<file path="config.mk">
export PLATFORM = sky130hd
export DESIGN_NAME = dram_edo_ctl
export DESIGN_NICKNAME = d
export VERILOG_FILES = /design/src/rtl/dram_ctl_pkg.sv /design/src/rtl/dram_seq_ctrl.sv /design/src/rtl/dram_addr_path.sv /design/src/rtl/dram_edo_ctl.sv
export SDC_FILE = /design/constraint.sdc
export NUM_CORES = 1
export LEC_CHECK = 0
export CORE_MARGIN = 3
export CORE_UTILIZATION = 50
export CTS_CLUSTER_DIAMETER = 30
export DETAILED_ROUTE_END_ITERATION = 10
export DONT_BUFFER_PORTS = 1
export SLEW_MARGIN = 25
export SYNTH_ARGS = -nofsm -noshare
export SYNTH_HDL_FRONTEND = slang
export SYNTH_SLANG_ARGS = --single-unit
</file>
<file path="constraint.sdc">
create_clock -name clk -period 2.75 [get_ports clk]
set_input_delay 0.1375 -clock clk [delete_from_list [all_inputs] [get_ports clk]]
set_output_delay 0.1375 -clock clk [all_outputs]
set_load 0.02 [all_outputs]
</file>
<file path="src/rtl/dram_ctl_pkg.sv">
`timescale 1ns/1ps
package dram_ctl_pkg;

  typedef enum logic [2:0] {
    ST_IDLE, ST_RAS, ST_CAS, ST_HOLD, ST_PRE, ST_DONE
  } seqState_t;

  typedef struct packed {
    logic accept;   // latch request
    logic rasOn;    // selected bank row strobe active
    logic colSel;   // column on the pins
    logic casOn;    // column strobe active
    logic capture;  // sample read data
  } seqStrobe_t;

  typedef struct packed {
    logic [1:0] colCode;
    logic [9:0] nextPage;
    logic [9:0] basePage;
    logic [1:0] preCode;
    logic       rcdSel;
    logic       edoSel;
  } bankCfg_t;

  function automatic bankCfg_t unpackCfg(input logic [31:0] w);
    bankCfg_t c;
    c.edoSel   = w[0];
    c.rcdSel   = w[7];
    c.preCode  = w[9:8];
    c.basePage = w[19:10];
    c.nextPage = w[29:20];
    c.colCode  = w[31:30];
    return c;
  endfunction

endpackage

</file>
<file path="src/rtl/dram_seq_ctrl.sv">
`timescale 1ns/1ps
module dram_seq_ctrl
  import dram_ctl_pkg::*;
(
  input  logic       clk,
  input  logic       rstN,
  input  logic       reqValid,
  input  logic       hit,
  input  logic       edo,
  input  logic       rcdSel,
  input  logic [1:0] preCode,
  output seqStrobe_t strobe,
  output logic       reqReady
);

  seqState_t state;
  logic [1:0] cnt;

  always_ff @(posedge clk or negedge rstN) begin
    if (!rstN) begin
      state <= ST_IDLE;
      cnt   <= '0;
    end else begin
      unique case (state)
        ST_IDLE: if (reqValid) begin
          state <= hit ? ST_RAS : ST_DONE;
          cnt   <= '0;
        end
        ST_RAS: if (cnt == {1'b0, rcdSel}) begin
          state <= ST_CAS;
          cnt   <= '0;
        end else cnt <= cnt + 2'd1;
        ST_CAS: begin
          state <= edo ? ST_HOLD : ST_PRE;
          cnt   <= '0;
        end
        ST_HOLD: state <= ST_PRE;
        ST_PRE: if (cnt == preCode) begin
          state <= ST_DONE;
          cnt   <= '0;
        end else cnt <= cnt + 2'd1;
        ST_DONE: state <= ST_IDLE;
        default: state <= ST_IDLE;
      endcase
    end
  end

  always_comb begin
    strobe.accept  = (state == ST_IDLE) && reqValid;
    strobe.rasOn   = (state == ST_RAS) || (state == ST_CAS) || (state == ST_HOLD);
    strobe.colSel  = (state == ST_CAS) || (state == ST_HOLD);
    strobe.casOn   = (state == ST_CAS);
    strobe.capture = ((state == ST_CAS) && !edo) || ((state == ST_HOLD) && edo);
    reqReady       = (state == ST_DONE);
  end

endmodule

</file>
<file path="src/rtl/dram_addr_path.sv">
`timescale 1ns/1ps
module dram_addr_path
  import dram_ctl_pkg::*;
#(
  parameter int NUM_BANKS = 4,
  parameter int ADDR_W    = 26,
  parameter int ROW_W     = 13,
  parameter int DATA_W    = 32
) (
  input  logic                    clk,
  input  logic                    rstN,
  input  seqStrobe_t              strobe,
  input  logic                    reqWrite,
  input  logic [ADDR_W-1:0]       reqAddr,
  input  logic [DATA_W-1:0]       reqWdata,
  input  logic [32*NUM_BANKS-1:0] bankCfg,
  output logic                    hit,
  output logic                    edo,
  output logic                    rcdSel,
  output logic [1:0]              preCode,
  output logic [NUM_BANKS-1:0]    rasN,
  output logic                    casN,
  output logic                    weN,
  output logic [ROW_W:0]          dramAddr,
  output logic                    dramOe,
  output logic [DATA_W-1:0]       dramDout,
  input  logic [DATA_W-1:0]       dramDin,
  output logic [DATA_W-1:0]       rspRdata
);

  localparam int SEL_W   = (NUM_BANKS > 1) ? $clog2(NUM_BANKS) : 1;
  localparam int PAGE_LO = 16;
  localparam int PAGE_W  = 10;
  localparam int COL_MIN = 8;

  bankCfg_t             cfgArr [NUM_BANKS];
  logic [NUM_BANKS-1:0] hitVec;
  logic [PAGE_W-1:0]    page;
  logic [SEL_W-1:0]     selIdx;
  bankCfg_t             selCfg;

  assign page = PAGE_W'(reqAddr >> PAGE_LO);

  for (genvar i = 0; i < NUM_BANKS; i++) begin : gBank
    assign cfgArr[i] = unpackCfg(bankCfg[32*i +: 32]);
    assign hitVec[i] = (page >= cfgArr[i].basePage) && (page < cfgArr[i].nextPage);
    assign rasN[i]   = !(strobe.rasOn && (lBank == SEL_W'(i)));
  end

  always_comb begin
    selIdx = '0;
    for (int i = NUM_BANKS - 1; i >= 0; i--)
      if (hitVec[i]) selIdx = SEL_W'(i);
  end

  assign hit    = |hitVec;
  assign selCfg = cfgArr[selIdx];

  logic [ADDR_W-1:0] lAddr;
  logic              lWrite;
  logic [DATA_W-1:0] lWdata;
  logic [SEL_W-1:0]  lBank;
  logic [1:0]        lColCode;

  always_ff @(posedge clk or negedge rstN) begin
    if (!rstN) begin
      lAddr    <= '0;
      lWrite   <= 1'b0;
      lWdata   <= '0;
      lBank    <= '0;
      lColCode <= '0;
      edo      <= 1'b0;
      rcdSel   <= 1'b0;
      preCode  <= '0;
      rspRdata <= '0;
    end else if (strobe.accept) begin
      lAddr    <= reqAddr;
      lWrite   <= reqWrite;
      lWdata   <= reqWdata;
      lBank    <= selIdx;
      lColCode <= selCfg.colCode;
      edo      <= selCfg.edoSel;
      rcdSel   <= selCfg.rcdSel;
      preCode  <= selCfg.preCode;
      rspRdata <= '0;
    end else if (strobe.capture && !lWrite) begin
      rspRdata <= dramDin;
    end
  end

  logic [4:0]        colWidth;
  logic [ADDR_W-1:0] colMask;
  logic [ROW_W-1:0]  rowPins;
  logic [ROW_W-1:0]  colPins;
  logic              bankBit;

  always_comb begin
    colWidth = 5'(COL_MIN) + 5'(lColCode);
    colMask  = (ADDR_W'(1) << colWidth) - ADDR_W'(1);
    colPins  = ROW_W'(lAddr & colMask);
    rowPins  = ROW_W'(lAddr >> colWidth);
    bankBit  = 1'(lAddr >> (colWidth + 5'(ROW_W)));
    if (!strobe.rasOn)      dramAddr = '0;
    else if (strobe.colSel) dramAddr = {bankBit, colPins};
    else                    dramAddr = {bankBit, rowPins};
  end

  assign casN     = !strobe.casOn;
  assign weN      = !(strobe.casOn && lWrite);
  assign dramOe   = strobe.casOn && lWrite;
  assign dramDout = lWdata;

endmodule

</file>
<file path="src/rtl/dram_edo_ctl.sv">
`timescale 1ns/1ps
module dram_edo_ctl
  import dram_ctl_pkg::*;
#(
  parameter int NUM_BANKS = 4,
  parameter int ADDR_W    = 26,
  parameter int ROW_W     = 13,
  parameter int DATA_W    = 32
) (
  input  logic                    clk,
  input  logic                    rstN,
  input  logic                    reqValid,
  input  logic                    reqWrite,
  input  logic [ADDR_W-1:0]       reqAddr,
  input  logic [DATA_W-1:0]       reqWdata,
  output logic                    reqReady,
  output logic [DATA_W-1:0]       rspRdata,
  input  logic [32*NUM_BANKS-1:0] bankCfg,
  output logic [NUM_BANKS-1:0]    rasN,
  output logic                    casN,
  output logic                    weN,
  output logic [ROW_W:0]          dramAddr,
  output logic                    dramOe,
  output logic [DATA_W-1:0]       dramDout,
  input  logic [DATA_W-1:0]       dramDin
);

  seqStrobe_t strobe;
  logic       hit, edo, rcdSel;
  logic [1:0] preCode;

  dram_seq_ctrl uCtrl (
    .clk(clk), .rstN(rstN), .reqValid(reqValid), .hit(hit), .edo(edo),
    .rcdSel(rcdSel), .preCode(preCode), .strobe(strobe), .reqReady(reqReady)
  );

  dram_addr_path #(
    .NUM_BANKS(NUM_BANKS), .ADDR_W(ADDR_W), .ROW_W(ROW_W), .DATA_W(DATA_W)
  ) uPath (
    .clk(clk), .rstN(rstN), .strobe(strobe), .reqWrite(reqWrite),
    .reqAddr(reqAddr), .reqWdata(reqWdata), .bankCfg(bankCfg), .hit(hit),
    .edo(edo), .rcdSel(rcdSel), .preCode(preCode), .rasN(rasN), .casN(casN),
    .weN(weN), .dramAddr(dramAddr), .dramOe(dramOe), .dramDout(dramDout),
    .dramDin(dramDin), .rspRdata(rspRdata)
  );

endmodule

</file>
== After elaboration in Yosys (flattened, before gate mapping) ==
Index checks and enable logic that the tools add are counted.
W data, S select, Z words.

* Flip-flop bits (word level): 104
* Input port bits: 222
* Output and inout port bits: 86
* Word-level logic and storage cells: 95

* $add $sub $neg: 4
* Magnitude comparators: 9
* Equality and inequality tests: 13
* Shift operators: 3
* Mux-type cells: 21
* Bitwise operators: 2
* Reductions and logical operators: 32

{| class="wikitable"
|+ Operators by type and width
! cell !! count
|-
| $mux W32 || 2
|-
| $bmux W26 S2 || 1
|-
| $mux W26 || 2
|-
| $ge A10 B10 Y1 || 4
|-
| $lt A10 B10 Y1 || 4
|-
| $shr A26 B5 Y1 || 1
|-
| $shr A26 B5 Y13 || 1
|-
| $mux W3 || 5
|-
| $pmux W3 S5 || 1
|-
| $mux W14 || 1
|-
| $mux W2 || 7
|-
| $and A13 B13 Y13 || 1
|-
| $logic_and A1 B1 Y1 || 13
|-
| $mux W13 || 1
|-
| $shl A1 B5 Y13 const A || 1
|-
| $sub A13 B2 Y13 const B || 1
|-
| $logic_not A1 Y1 || 8
|-
| $pmux W2 S4 || 1
|-
| $eq A3 B2 Y1 const B || 2
|-
| $eq A3 B3 Y1 const B || 2
|-
| $add A4 B2 Y5 const A || 1
|-
| $add A5 B4 Y5 const B || 1
|-
| $eq A2 B2 Y1 const B || 2
|-
| $logic_or A1 B1 Y1 || 4
|-
| 16 further kinds || 17
|}

== Longest topological paths before layout ==
Gate-level depths: netlist of the first run.

* Depth after elaboration: 10
* Mapped depth: 12
* Mapped depth without buffers: 11

== By module ==
From an unflattened synthesis of the first run, not the netlist that was laid out.

* Cells, all modules: 700
* Area total of the unflattened synthesis: 6885.4 sq um

{| class="wikitable"
|+ Modules (own cells, without submodules)
! module !! instances !! cells an instance !! area an instance (sq um)
|-
| dram_addr_path || 1 || 651 || 6477.5
|-
| dram_seq_ctrl || 1 || 49 || 407.9
|}

== Worst setup path before layout of the first run ==
No wires, ideal clock.

* Path kind: flip-flop to output port
* Start point: register uPath.lColCode[1]
* End point: output dramAddr[9]
* Arrival: 2.124 ns
* Path slack: 0.488 ns
* Cell stages (with the launch flop): 9
* Path through: dfrtp_1 -> clkbuf_1 -> buf_1 -> inv_1 -> ha_1 -> inv_1 -> ha_1 -> o22a_1 -> nor2_1

* Cells in the longest elaborated chain, start to end: 6
* Elaborated cells between the ends (all ways): 7

{| class="wikitable"
|+ RTL lines
! item !! RTL line !! source
|-
| start: declaration || dram_addr_path.sv:63 || <nowiki>logic [1:0] lColCode;</nowiki>
|-
| start signal: assignment || dram_addr_path.sv:81 || <nowiki>lColCode <= selCfg.colCode;</nowiki>
|-
| $add A4 B2 Y5 (*) || dram_addr_path.sv:98 || <nowiki>colWidth = 5'(COL_MIN) + 5'(lColCode);</nowiki>
|-
| $shl A1 B5 Y13 || dram_addr_path.sv:99 || <nowiki>colMask = (ADDR_W'(1) << colWidth) - ADDR_W'(1);</nowiki>
|-
| $sub A13 B2 Y13 || dram_addr_path.sv:99 ||
|-
| $and A13 B13 Y13 || dram_addr_path.sv:100 || <nowiki>colPins = ROW_W'(lAddr & colMask);</nowiki>
|-
| $mux W13 (*) || dram_addr_path.sv:104 || <nowiki>else if (strobe.colSel) dramAddr = {bankBit, colPins};</nowiki>
|-
| $mux W14 (*) || dram_addr_path.sv:103 || <nowiki>if (!strobe.rasOn) dramAddr = '0;</nowiki>
|-
| end: declaration || dram_edo_ctl.sv:22 || <nowiki>output logic [ROW_W:0] dramAddr,</nowiki>
|}

Every way passes the cells marked *; elsewhere a longest branch is shown, timed or not.

== Final worst setup path of the first run ==
* Start point: register uPath.lColCode[0]
* End point: output dramAddr[9]

The elaborated chain is that of the path after synthesis.

==> results of run 1 <==
sequential cells by signal, indices dropped and copies added (netlist names), 2 cells and up:
register,count
uPath.lColCode,2
uCtrl.state,3
uPath.lBank,2
uPath.lAddr,26
uPath.rspRdata,32
uPath.dramDout,32
uCtrl.cnt,2
uPath.preCode,2
kinds of logic (layout without fill, tap and decap cells):
| logic type | Yosys count | in the layout | synth area share (%) |
|---|---|---|---|
| other | 0 | 1 | 0 |
| adder cells (fa/ha/maj) | 82 | 82 | 15.2 |
| flip-flops | 104 | 104 | 38.6 |
| AO/OA/AOI/OAI | 132 | 132 | 12.1 |
| XOR/XNOR | 4 | 4 | 0.520 |
| multiplexers | 29 | 29 | 5.66 |
| AND/OR/NAND/NOR | 352 | 352 | 21.2 |
| buffers and inverters | 118 | 199 | 6.68 |
critical path: stages (launching register included):
cell     delay, ns
dfrtp_1       0.68
inv_1         0.19
ha_1          0.24
inv_1         0.07
ha_1          0.23
o22a_1        0.21
nor2_1        0.34
synthesized netlist by cell type, types with 2 or more instances:
| cell | number | area share [%] |
|---|---|---|
| inv_1 | 81 | 4.5 |
| o221ai_1 | 6 | 0.78 |
| nand2b_1 | 6 | 0.56 |
| mux2_2 | 3 | 0.50 |
| clkbuf_1 | 32 | 1.8 |
| ha_1 | 82 | 15 |
| mux2i_1 | 19 | 2.8 |
| a2bb2oi_1 | 2 | 0.26 |
| a31oi_1 | 4 | 0.37 |
| a21o_1 | 5 | 0.56 |
| nor2b_1 | 2 | 0.19 |
| nand2_1 | 276 | 15 |
| a41oi_1 | 3 | 0.39 |
| a211oi_1 | 9 | 1.0 |
| nor2_1 | 29 | 1.6 |
| nand4_1 | 8 | 0.74 |
| and4_1 | 2 | 0.26 |
| nor4_1 | 3 | 0.28 |
| buf_1 | 3 | 0.17 |
| o21ai_0 | 50 | 3.7 |
| or2_2 | 2 | 0.19 |
| a21oi_1 | 30 | 2.2 |
| or3_1 | 2 | 0.19 |
| nor3_1 | 7 | 0.52 |
| mux4_2 | 7 | 2.3 |
| xor2_1 | 4 | 0.52 |
| nand3_1 | 9 | 0.67 |
| and2_1 | 2 | 0.19 |
| a22oi_1 | 7 | 0.78 |
| a32oi_1 | 3 | 0.39 |
| o211ai_1 | 5 | 0.56 |
| dfrtp_1 | 104 | 39 |
routing by layer:
metal	vias to the layer above	wire (um)
met5	-	0
met4	0	534
met3	39	1640
met2	231	9400
met1	2793	7420
li1	2876	-
layout by cell type, fill, tap and decap left out, types with 2 or more instances in the layout:
cell           instances
a211oi_1               9
a21o_1                 5
a21oi_1               30
a22oi_1                7
a2bb2oi_1              2
a31oi_1                4
a32oi_1                3
a41oi_1                3
and2_1                 2
and4_1                 2
buf_4                  8
clkbuf_16              9
dfrtp_1              104
dlygate4sd3_1         91
ha_1                  82
inv_1                 81
inv_8                  4
mux2_2                 3
mux2i_1               19
mux4_2                 7
nand2_1              276
nand2b_1               6
nand3_1                8
nand4_1                8
nor2_1                29
nor2b_1                2
nor3_1                 6
nor3_2                 2
nor4_1                 3
o211ai_1               5
o21ai_0               50
o221ai_1               6
or2_2                  2
or3_1                  2
xor2_1                 4
per-stage QoR:
step                      worst slack, ns  cells  power (mW)  hold WS [ns]
after global routing                0.138   1074        7.99        0.0198
after floorplan                     0.488    821        5.30        -0.158
final                               0.300   1075        7.41        0.0123
after detailed placement            0.208    966        5.99        -0.155
after global placement              0.326    966        5.88        -0.156
after CTS                           0.268   1074        7.45       0.00654
worst min-delay path by stage:
stage	slack (ns)	end	cells past startpoint
4_1_cts	0.007	uPath.preCode[0]	2
3_5_place_dp	-0.16	uPath.lAddr[3]	0
3_3_place_gp	-0.16	uPath.lAddr[5]	0
2_1_floorplan	-0.16	uCtrl.cnt[0]	0
5_1_grt	0.02	uPath.preCode[0]	2
6_report	0.01	uPath.preCode[0]	2
layout make-up:
class / count / share of cell area [%]
clock buffer: 9 / 2.76
tap: 172 / 2.64
inverter: 82 / 3.77
timing repair buffer: 101 / 12.5
multi-input combinational: 599 / 45.5
clock inverter: 7 / 0.951
sequential: 104 / 31.9
antenna: 1 / 0.0307
power groups by stage:
stage | Sequential, mW | Combinational [mW] | Clock (mW)
2_1_floorplan | 3.12 | 2.18 | 0
3_3_place_gp | 3.39 | 2.49 | 0
3_5_place_dp | 3.40 | 2.59 | 0
4_1_cts | 3.38 | 2.74 | 1.33
5_1_grt | 3.48 | 3.12 | 1.39
6_report | 3.39 | 2.73 | 1.29
==> metrics.md, run 1 <==
| Metric | Value |
|---|---|
| Result of the run | complete, no violations |
| Hold Violations, Final | 0 |
| Max cap viols | 0 |
| Worst R2R Setup Slack | 0.71 ns |
| Clock skew | a little over 0.01 ns |
| CP max FO | 17 |
| Most used flip-flop cell after synthesis | dfrtp_1 |
| Multi-input gate area | approximately 3700 sq um |
| CTS tree | built |
| Reg2Reg Depth | 5 |
| Crit path kind | reg2out |
| Total Nets Final | 1,201 |
| Met1 GRT Util | 29.5% |
| Post-CTS setup buffers | 0 |
| Syn. warnings | 0 |
| WL/cell | around 18 um |
| Relative slew margins | 54.8% |
| Crit path from | uPath.lColCode[0] |
| DIE AREA | 14,900 sq um |
| Leakage power | 4.21 nW |
| Final Critical Period | 2.45 ns |
| Hold crit path type | in2reg |
| Vias/cell | 5.52 |
| PwrDens | ~900 nW/um^2 |
| Unrepaired setup endpoints after global routing | no |
| Final-report max-slew violation count | 0 |
| 1st-iter DRT viols | 275 |
| # DRC | 0 |
| Grt ovf | 0 |
| Int Pwr | 3.97 mW |
| Routed Antenna Nets | 0 |
| Worst R2R End | uPath.rspRdata[27] |
| Most Crowded Layer GR | met2 |
| Cts hold-fix bufs | 92 |
| Die Y | 122 um |
| Seq. cell area | about 2600 sq um |
| Initial core utilization | 52.4% |
| Sw frac | 46.5% |
| Total CTS buffers | 9 |
| Port Buffers | 0 |
| Number of H-tree levels | 3 |
| Global-route wire length before repair | ~30 mm |
| Overall fraction of global-route tracks in use | 25.2% |
| Largest net degree at the start of global routing | 105 |
| Clk root buf | clkbuf_16 |
| Detailed Route WL | 19.0 mm |
| Area of the mapped netlist | between 6000 and 7000 sq um |
| Yosys cell types | 46 |
| Combinational fraction of design power | 36.8% |
| Post_cts resized | 0 |
| # setup viols final | 0 |
| Syn_area_per_cell | a little over 8 sq um |
| Global routing usage on met2 | 43.1% |
| M3 GR Usage | 8.96% |
| Core ar. | between 10,000 and 15,000 sq um |
| Worst Tran Pin Value | slightly below 0.7 ns |
| Final Wtd Congestion | roughly 0.83 |
| Worst EP arrival | 2.31 ns |
| CTS sink count | 104 |
| CTS Buffer Depth | 2 |
| Fillers | about 1,100 |
| Number of global-route vias before repair | 6,033 |
| HP Start | bankCfg[40] |
| Post-DP HPWL | 13.6 mm |
| Synth async-reset ratio | 100% |
| Seq pwr share | 45.7% |
| Worst Setup EP | dramAddr[9] |
| Post-synthesis sequential area ratio | 38.6% |
| Tcrit/Tclk final | 89.1% |
| Clk slew on worst S/H paths | 0.07 ns |
| Via Count | 5,939 |
| Setup_tns | 0 ns |
| Clock power share | 17.5% |
| Area grow syn2layout | 21.0% |
| Number of synthesized flops with an enable pin | 0 |
| Die X | 122 um |
| Finished Core Util | between 60 and 70% |
| Synth Instances | 821 |
| First-pass DRT Iterations | 5 |
| Design Area, Final | 8160 sq um |
| Layout cells sized above 1 | 4.99% |
| # IOs | ~310 |
| Syn nets | 1,125 |
| Net switching power | 3.44 mW |
| Worst skew pair latency | 0.36 ns |
| Initial antenna violation count | 0 |
| Placement Cell Area | 6910 sq um |
| Crit. End Element | output port |
| Cell Rows | between 40 and 50 |
| Max VDD drop | 0.565 mV |
| Startpoint types | register |
| FF-to-FF Start | uCtrl.state[2] |
| Required @ worst endpoint | 2.61 ns |
| Fmax achieved | between 400 and 500 MHz |
| #FFs+latches synth | 104 |
No activity file was read; power rests on OpenSTA's default activity.
==> run 2: changes to the inputs <==
- RECOVER_POWER: not set -> 100
==> metrics.md, run 2 (synthesis results as in run 1) <==
| Metric | Value |
|---|---|
| FF-to-FF Start | uCtrl.state[2] |
| HP Start | bankCfg[40] |
| Combinational fraction of design power | 36.6% |
| Leakage power | about 4.2 nW |
| Result of the run | complete, no violations |
| CTS tree | built |
| Initial core utilization | between 50% and 60% |
| Overall fraction of global-route tracks in use | between 20% and 30% |
| Crit path from | uPath.lColCode[0] |
| Worst skew pair latency | 0.36 ns |
| Clock power share | 17.6% |
| Number of H-tree levels | 3 |
| Clk root buf | clkbuf_16 |
| CP max FO | 17 |
| Layout cells sized above 1 | roughly 4.4% |
| Clock skew | 0.00940 ns |
| Post-DP HPWL | 13.6 mm |
| Grt ovf | 0 |
| Max VDD drop | 0.566 mV |
| Worst Setup Slack, final | 0.294 ns |
| WL/cell | about 18 um |
| Cell Rows | between 40 and 50 |
| Max cap viols | 0 |
| Setup_tns | 0 ns |
| Total Nets Final | between 1,000 and 1,500 |
| Fmax achieved | 407 MHz |
| Total CTS buffers | 9 |
| Unrepaired setup endpoints after global routing | no |
| Crit. End Element | output port |
| Routed Antenna Nets | 0 |
| Hold-critical path depth | 2 |
| Final Wtd Congestion | 0.828 |
| Net switching power | 3.44 mW |
| # setup viols final | 0 |
| Worst Tran Pin Value | 1.40 ns |
| Clk slew on worst S/H paths | 0.07 ns |
| PwrDens | between 900 and 1000 nW/um^2 |
| Core ar. | 12,900 sq um |
| Sw frac | 46.5% |
| Initial antenna violation count | 0 |
| Required @ worst endpoint | 2.61 ns |
| First-pass DRT Iterations | 4 |
| Hold Violations, Final | 0 |
| Hold crit path type | in2reg |
| # IOs | between 300 and 400 |
| CTS sink count | 104 |
| Crit path kind | reg2out |
| Global-route wire length before repair | 29.6 mm |
| Die X | 122 um |
| Final Critical Period | 2.46 ns |
| Vias/cell | 5.52 |
| 1st-iter DRT viols | 324 |
| CTS Buffer Depth | 2 |
| Tcrit/Tclk final | about nine tenths |
| Startpoint types | register |
| # DRC | 0 |
| Int Pwr | 3.95 mW |
| Via Count | 5,937 |
| Pwr Total | roughly 7.4 mW |
| Die Y | 122 um |
| Seq pwr share | approximately 46% |
| Worst EP arrival | around 2.3 ns |
| Final-report max-slew violation count | 0 |
| Relative slew margins | under 10% |
| Post-Place Worst Slack | 0.208 ns |
| Reg2Reg Depth | 5 |
| Most common cell after layout, fill and taps aside | nand2_1 |
| DIE AREA | 14,900 sq um |
| Number of global-route vias before repair | 6,033 |
| Largest net degree at the start of global routing | 105 |
| Detailed Route WL | 19.1 mm |
| Area grow syn2layout | 20.4% |
| Commonest non-fill, non-tap cells in the layout | 277 x nand2_1, 104 x dfrtp_1, 91 x dlygate4sd3_1 |
| Port Buffers | 0 |
run 2: cell types whose count changed in the layout (fill, tap and decap cells not counted), sizes merged:
cell / change
buf: -1
clkbuf: +1
run 2: power by group through the flow:
stage                     Clock, mW  Sequential, mW  Combinational [mW]
after floorplan                   0            3.12                2.18
after global placement            0            3.39                2.49
after detailed placement          0            3.40                2.59
after CTS                      1.33            3.38                2.74
after global routing           1.39            3.48                3.10
final                          1.30            3.39                2.71
run 2: timing repair:
action                    CTS  global route
buffers inserted            0             0
hold buffers               92             0
hold endpoints to repair  194             0
resized for setup           0             0
run 2: path summary, 6_finish.rpt:
check	to	slack, ns
setup / recovery	dramAddr[9]	0.29
hold / removal	uPath.preCode[0]	0.01
setup reg to reg	uPath.rspRdata[9]	0.39
hold reg to reg	uPath.lAddr[5]	0.48
max in group asynchronous	uPath.lAddr[12]	1.15
min in group asynchronous	uPath.lColCode[1]	0.73
run 2: metrics by stage:
| step | std cells | utilization, % | hold slack, ns | cell area, sq um |
|---|---|---|---|---|
| after global placement | 966 | 53.7 | -0.156 | 6910 |
| after CTS | 1074 | 63.3 | 0.00654 | 8150 |
| final | 1075 | 63.0 | 0.0103 | 8120 |
| after floorplan | 821 | - | -0.158 | 6740 |
| after detailed placement | 966 | 53.7 | -0.155 | 6910 |
| after global routing | 1074 | 63.0 | 0.0198 | 8110 |
run 2: worst max-delay path: stages, from the launching register on:
cell and delay, ns:
dfrtp_1 0.67, inv_1 0.19, ha_1 0.24, inv_1 0.07, ha_1 0.23, o22a_1 0.21
nor2_1 0.35
run 2: final cells by class:
type	instances	area, sq um
diodes	1	2.50
clock buffers	9	225
clock inverters	7	77.6
fillers	1112	4760
inverters	82	308
multi-input cells	599	3690
flip-flops and latches	104	2600
well taps	172	215
repair buffers	101	998
run 2: routing by layer:
metal  part of all wire, %  GRT usage [%]  up-vias
met4                   2.6           8.75        0
met1                    40           29.5     2803
met2                    50           43.1      221
met5                     0              0        -
li1                      -              -     2878
met3                   8.1           8.96       35
==> run 3: changes to the inputs <==
- HOLD_SLACK_MARGIN: not set -> 0.03
==> metrics.md, run 3 (synthesis results as in run 1) <==
| Metric | Value |
|---|---|
| 1st-iter DRT viols | around 380 |
| FF-to-FF Start | uCtrl.state[2] |
| Seq. cell area | 2600 sq um |
| Initial core utilization | 52.4% |
| Pwr Total | between 7 and 8 mW |
| Clock skew | approximately 0.012 ns |
| Final Critical Period | 2.54 ns |
| CP bufs+invs | 2 |
| First-pass DRT Iterations | 4 |
| Seq pwr share | a little under half |
| Die Y | 122 um |
| Unrepaired setup endpoints after global routing | no |
| Cell Rows | 41 |
| Fillers | ~1,100 |
| Detailed Route WL | 19.3 mm |
| Initial antenna violation count | 0 |
| Layout cells sized above 1 | between 4 and 5% |
| Hold crit path type | in2reg |
| Kind of cell adding the most delay to the critical path | simple AND/OR/NAND/NOR gates |
| Worst path cell trace | inv_1 > ha_1 > nand2b_1 > a21oi_1 > nor3_1 > nor4_2 > nor3_2 > o41ai_2 > nand2_4 > mux2i_1 > dlygate4sd3_1 > o221ai_1 |
| CTS tree | built |
| Design Area, Final | 8290 sq um |
| Post-DP HPWL | 13.6 mm |
| Largest net degree at the start of global routing | 105 |
| Number of H-tree levels | 3 |
| PwrDens | ~900 nW/um^2 |
| Max VDD drop | 0.562 mV |
| Placed cells | between 900 and 1,000 |
| Die X | 122 um |
| Crit path kind | in2reg |
| Int Pwr | 3.98 mW |
| # DRC | 0 |
| Worst skew pair latency | approximately 0.36 ns |
| Worst Tran Pin Value | 1.41 ns |
| Area grow syn2layout | 23.0% |
| Overall fraction of global-route tracks in use | between 20% and 30% |
| Max stage delay on crit path | 0.56 ns |
| Clk slew on worst S/H paths | approximately 0.07 ns |
| CTS Buffer Depth | 2 |
| Result of the run | complete, no violations |
| Core ar. | 12,900 sq um |
| Leakage power | 4.27 nW |
| CP max FO | 13 |
| Total CTS buffers | 9 |
| Port Buffers | 0 |
| Fmax achieved | 394 MHz |
| Number of global-route vias before repair | 6,171 |
| Worst EP arrival | 2.76 ns |
| Relative slew margins | 5.87% |
| Hold Violations, Final | 0 |
| Hold-critical path depth | 2 |
| Placement Cell Area | between 6000 and 7000 sq um |
| Multi-input gate area | 3710 sq um |
| WL/cell | between 15 and 20 um |
| Ant. Diodes | 0 |
| Worst R2R End | uPath.rspRdata[9] |
| Net switching power | 3.45 mW |
| Layout Cells excl Fill | 1,090 |
| CP max stage cell | dlygate4sd3_1 |
| Total Nets Final | about 1,200 |
| Via Count | 6,023 |
| Tcrit/Tclk final | 92.2% |
| Commonest non-fill, non-tap cells in the layout | 276 x nand2_1, 107 x dlygate4sd3_1, 104 x dfrtp_1 |
| Max cap viols | 0 |
| Grt ovf | 0 |
| DIE AREA | 14,900 sq um |
| Clk root buf | clkbuf_16 |
| Startpoint types | input port |
| Most common cell after layout, fill and taps aside | nand2_1 |
| Final-report max-slew violation count | 0 |
| Global-route wire length before repair | 30.0 mm |
| Worst R2R Setup Slack | 0.38 ns |
| HP Start | bankCfg[41] |
| CTS sink count | 104 |
| Final Wtd Congestion | a little over 0.8 |
| # setup viols final | 0 |
| # IOs | approximately 310 |
| Combinational fraction of design power | between 30% and 40% |
| Sw frac | 46.4% |
| Routed Antenna Nets | 0 |
| Required @ worst endpoint | 2.97 ns |
| Crit. End Element | register |
| Reg2Reg Depth | 5 |
| Post-Place Worst Slack | 0.208 ns |
| Clock power share | 17.4% |
| Worst Setup Slack, final | between 0.2 and 0.25 ns |
| End point of the worst hold path | uPath.preCode[1] |
| Vias/cell | roughly 5.5 |
| Setup_tns | 0 ns |
-- run 3: cell count changes in the layout (fill, tap and decap cells not counted), sizes merged --
cell	delta
diode	-1
dlygate4sd3	+16
-- run 3: stage by stage --
step	util (%)	hold slack, ns
after global placement	53.7	-0.156
after floorplan	-	-0.158
final	64.4	0.0366
after global routing	64.4	0.0447
after CTS	64.6	0.0305
after detailed placement	53.7	-0.155
-- run 3: area by class of cell --
| type | count | area share, % |
|---|---|---|
| well taps | 172 | 2.60 |
| clock inverters | 7 | 0.935 |
| repair buffers | 117 | 14.0 |
| multi-input cells | 599 | 44.7 |
| clock buffers | 9 | 2.72 |
| flip-flops and latches | 104 | 31.4 |
| inverters | 82 | 3.71 |
-- run 3: worst max-delay path by stage --
stage,slack (ns),to,depth (start not counted),startpoint
after floorplan,0.49,dramAddr[9],8,uPath.lColCode[1]
after global placement,0.33,uPath.rcdSel,11,reqAddr[16]
after detailed placement,0.21,uPath.lColCode[0],11,reqAddr[16]
after CTS,0.06,uPath.lColCode[0],12,reqAddr[16]
after global routing,0.06,uPath.rcdSel,12,reqAddr[16]
final,0.21,uPath.preCode[0],12,reqAddr[16]
-- run 3: routing by layer --
| layer | global-route usage [%] | up-vias | wire length (um) |
|---|---|---|---|
| met5 | 0 | - | 0 |
| met4 | 8.75 | 0 | 501 |
| met3 | 8.40 | 37 | 1600 |
| met2 | 43.4 | 240 | 9500 |
| met1 | 30.0 | 2839 | 7660 |
| li1 | - | 2907 | - |
-- run 3: power by group through the flow --
stage | sequential (mW) | combinational, mW | clock, mW
after floorplan | 3.12 | 2.18 | 0
after global placement | 3.39 | 2.49 | 0
after detailed placement | 3.40 | 2.59 | 0
after CTS | 3.38 | 2.77 | 1.33
after global routing | 3.48 | 3.15 | 1.38
final | 3.39 | 2.75 | 1.30
-- run 3: timing repair --
item / 4_1_cts / 5_1_grt
setup buffers: 0 / 0
setup endpoints to repair: 0 / 5
hold endpoints to repair: 199 / 0
hold buffers: 108 / 0
gates resized for setup: 0 / 2
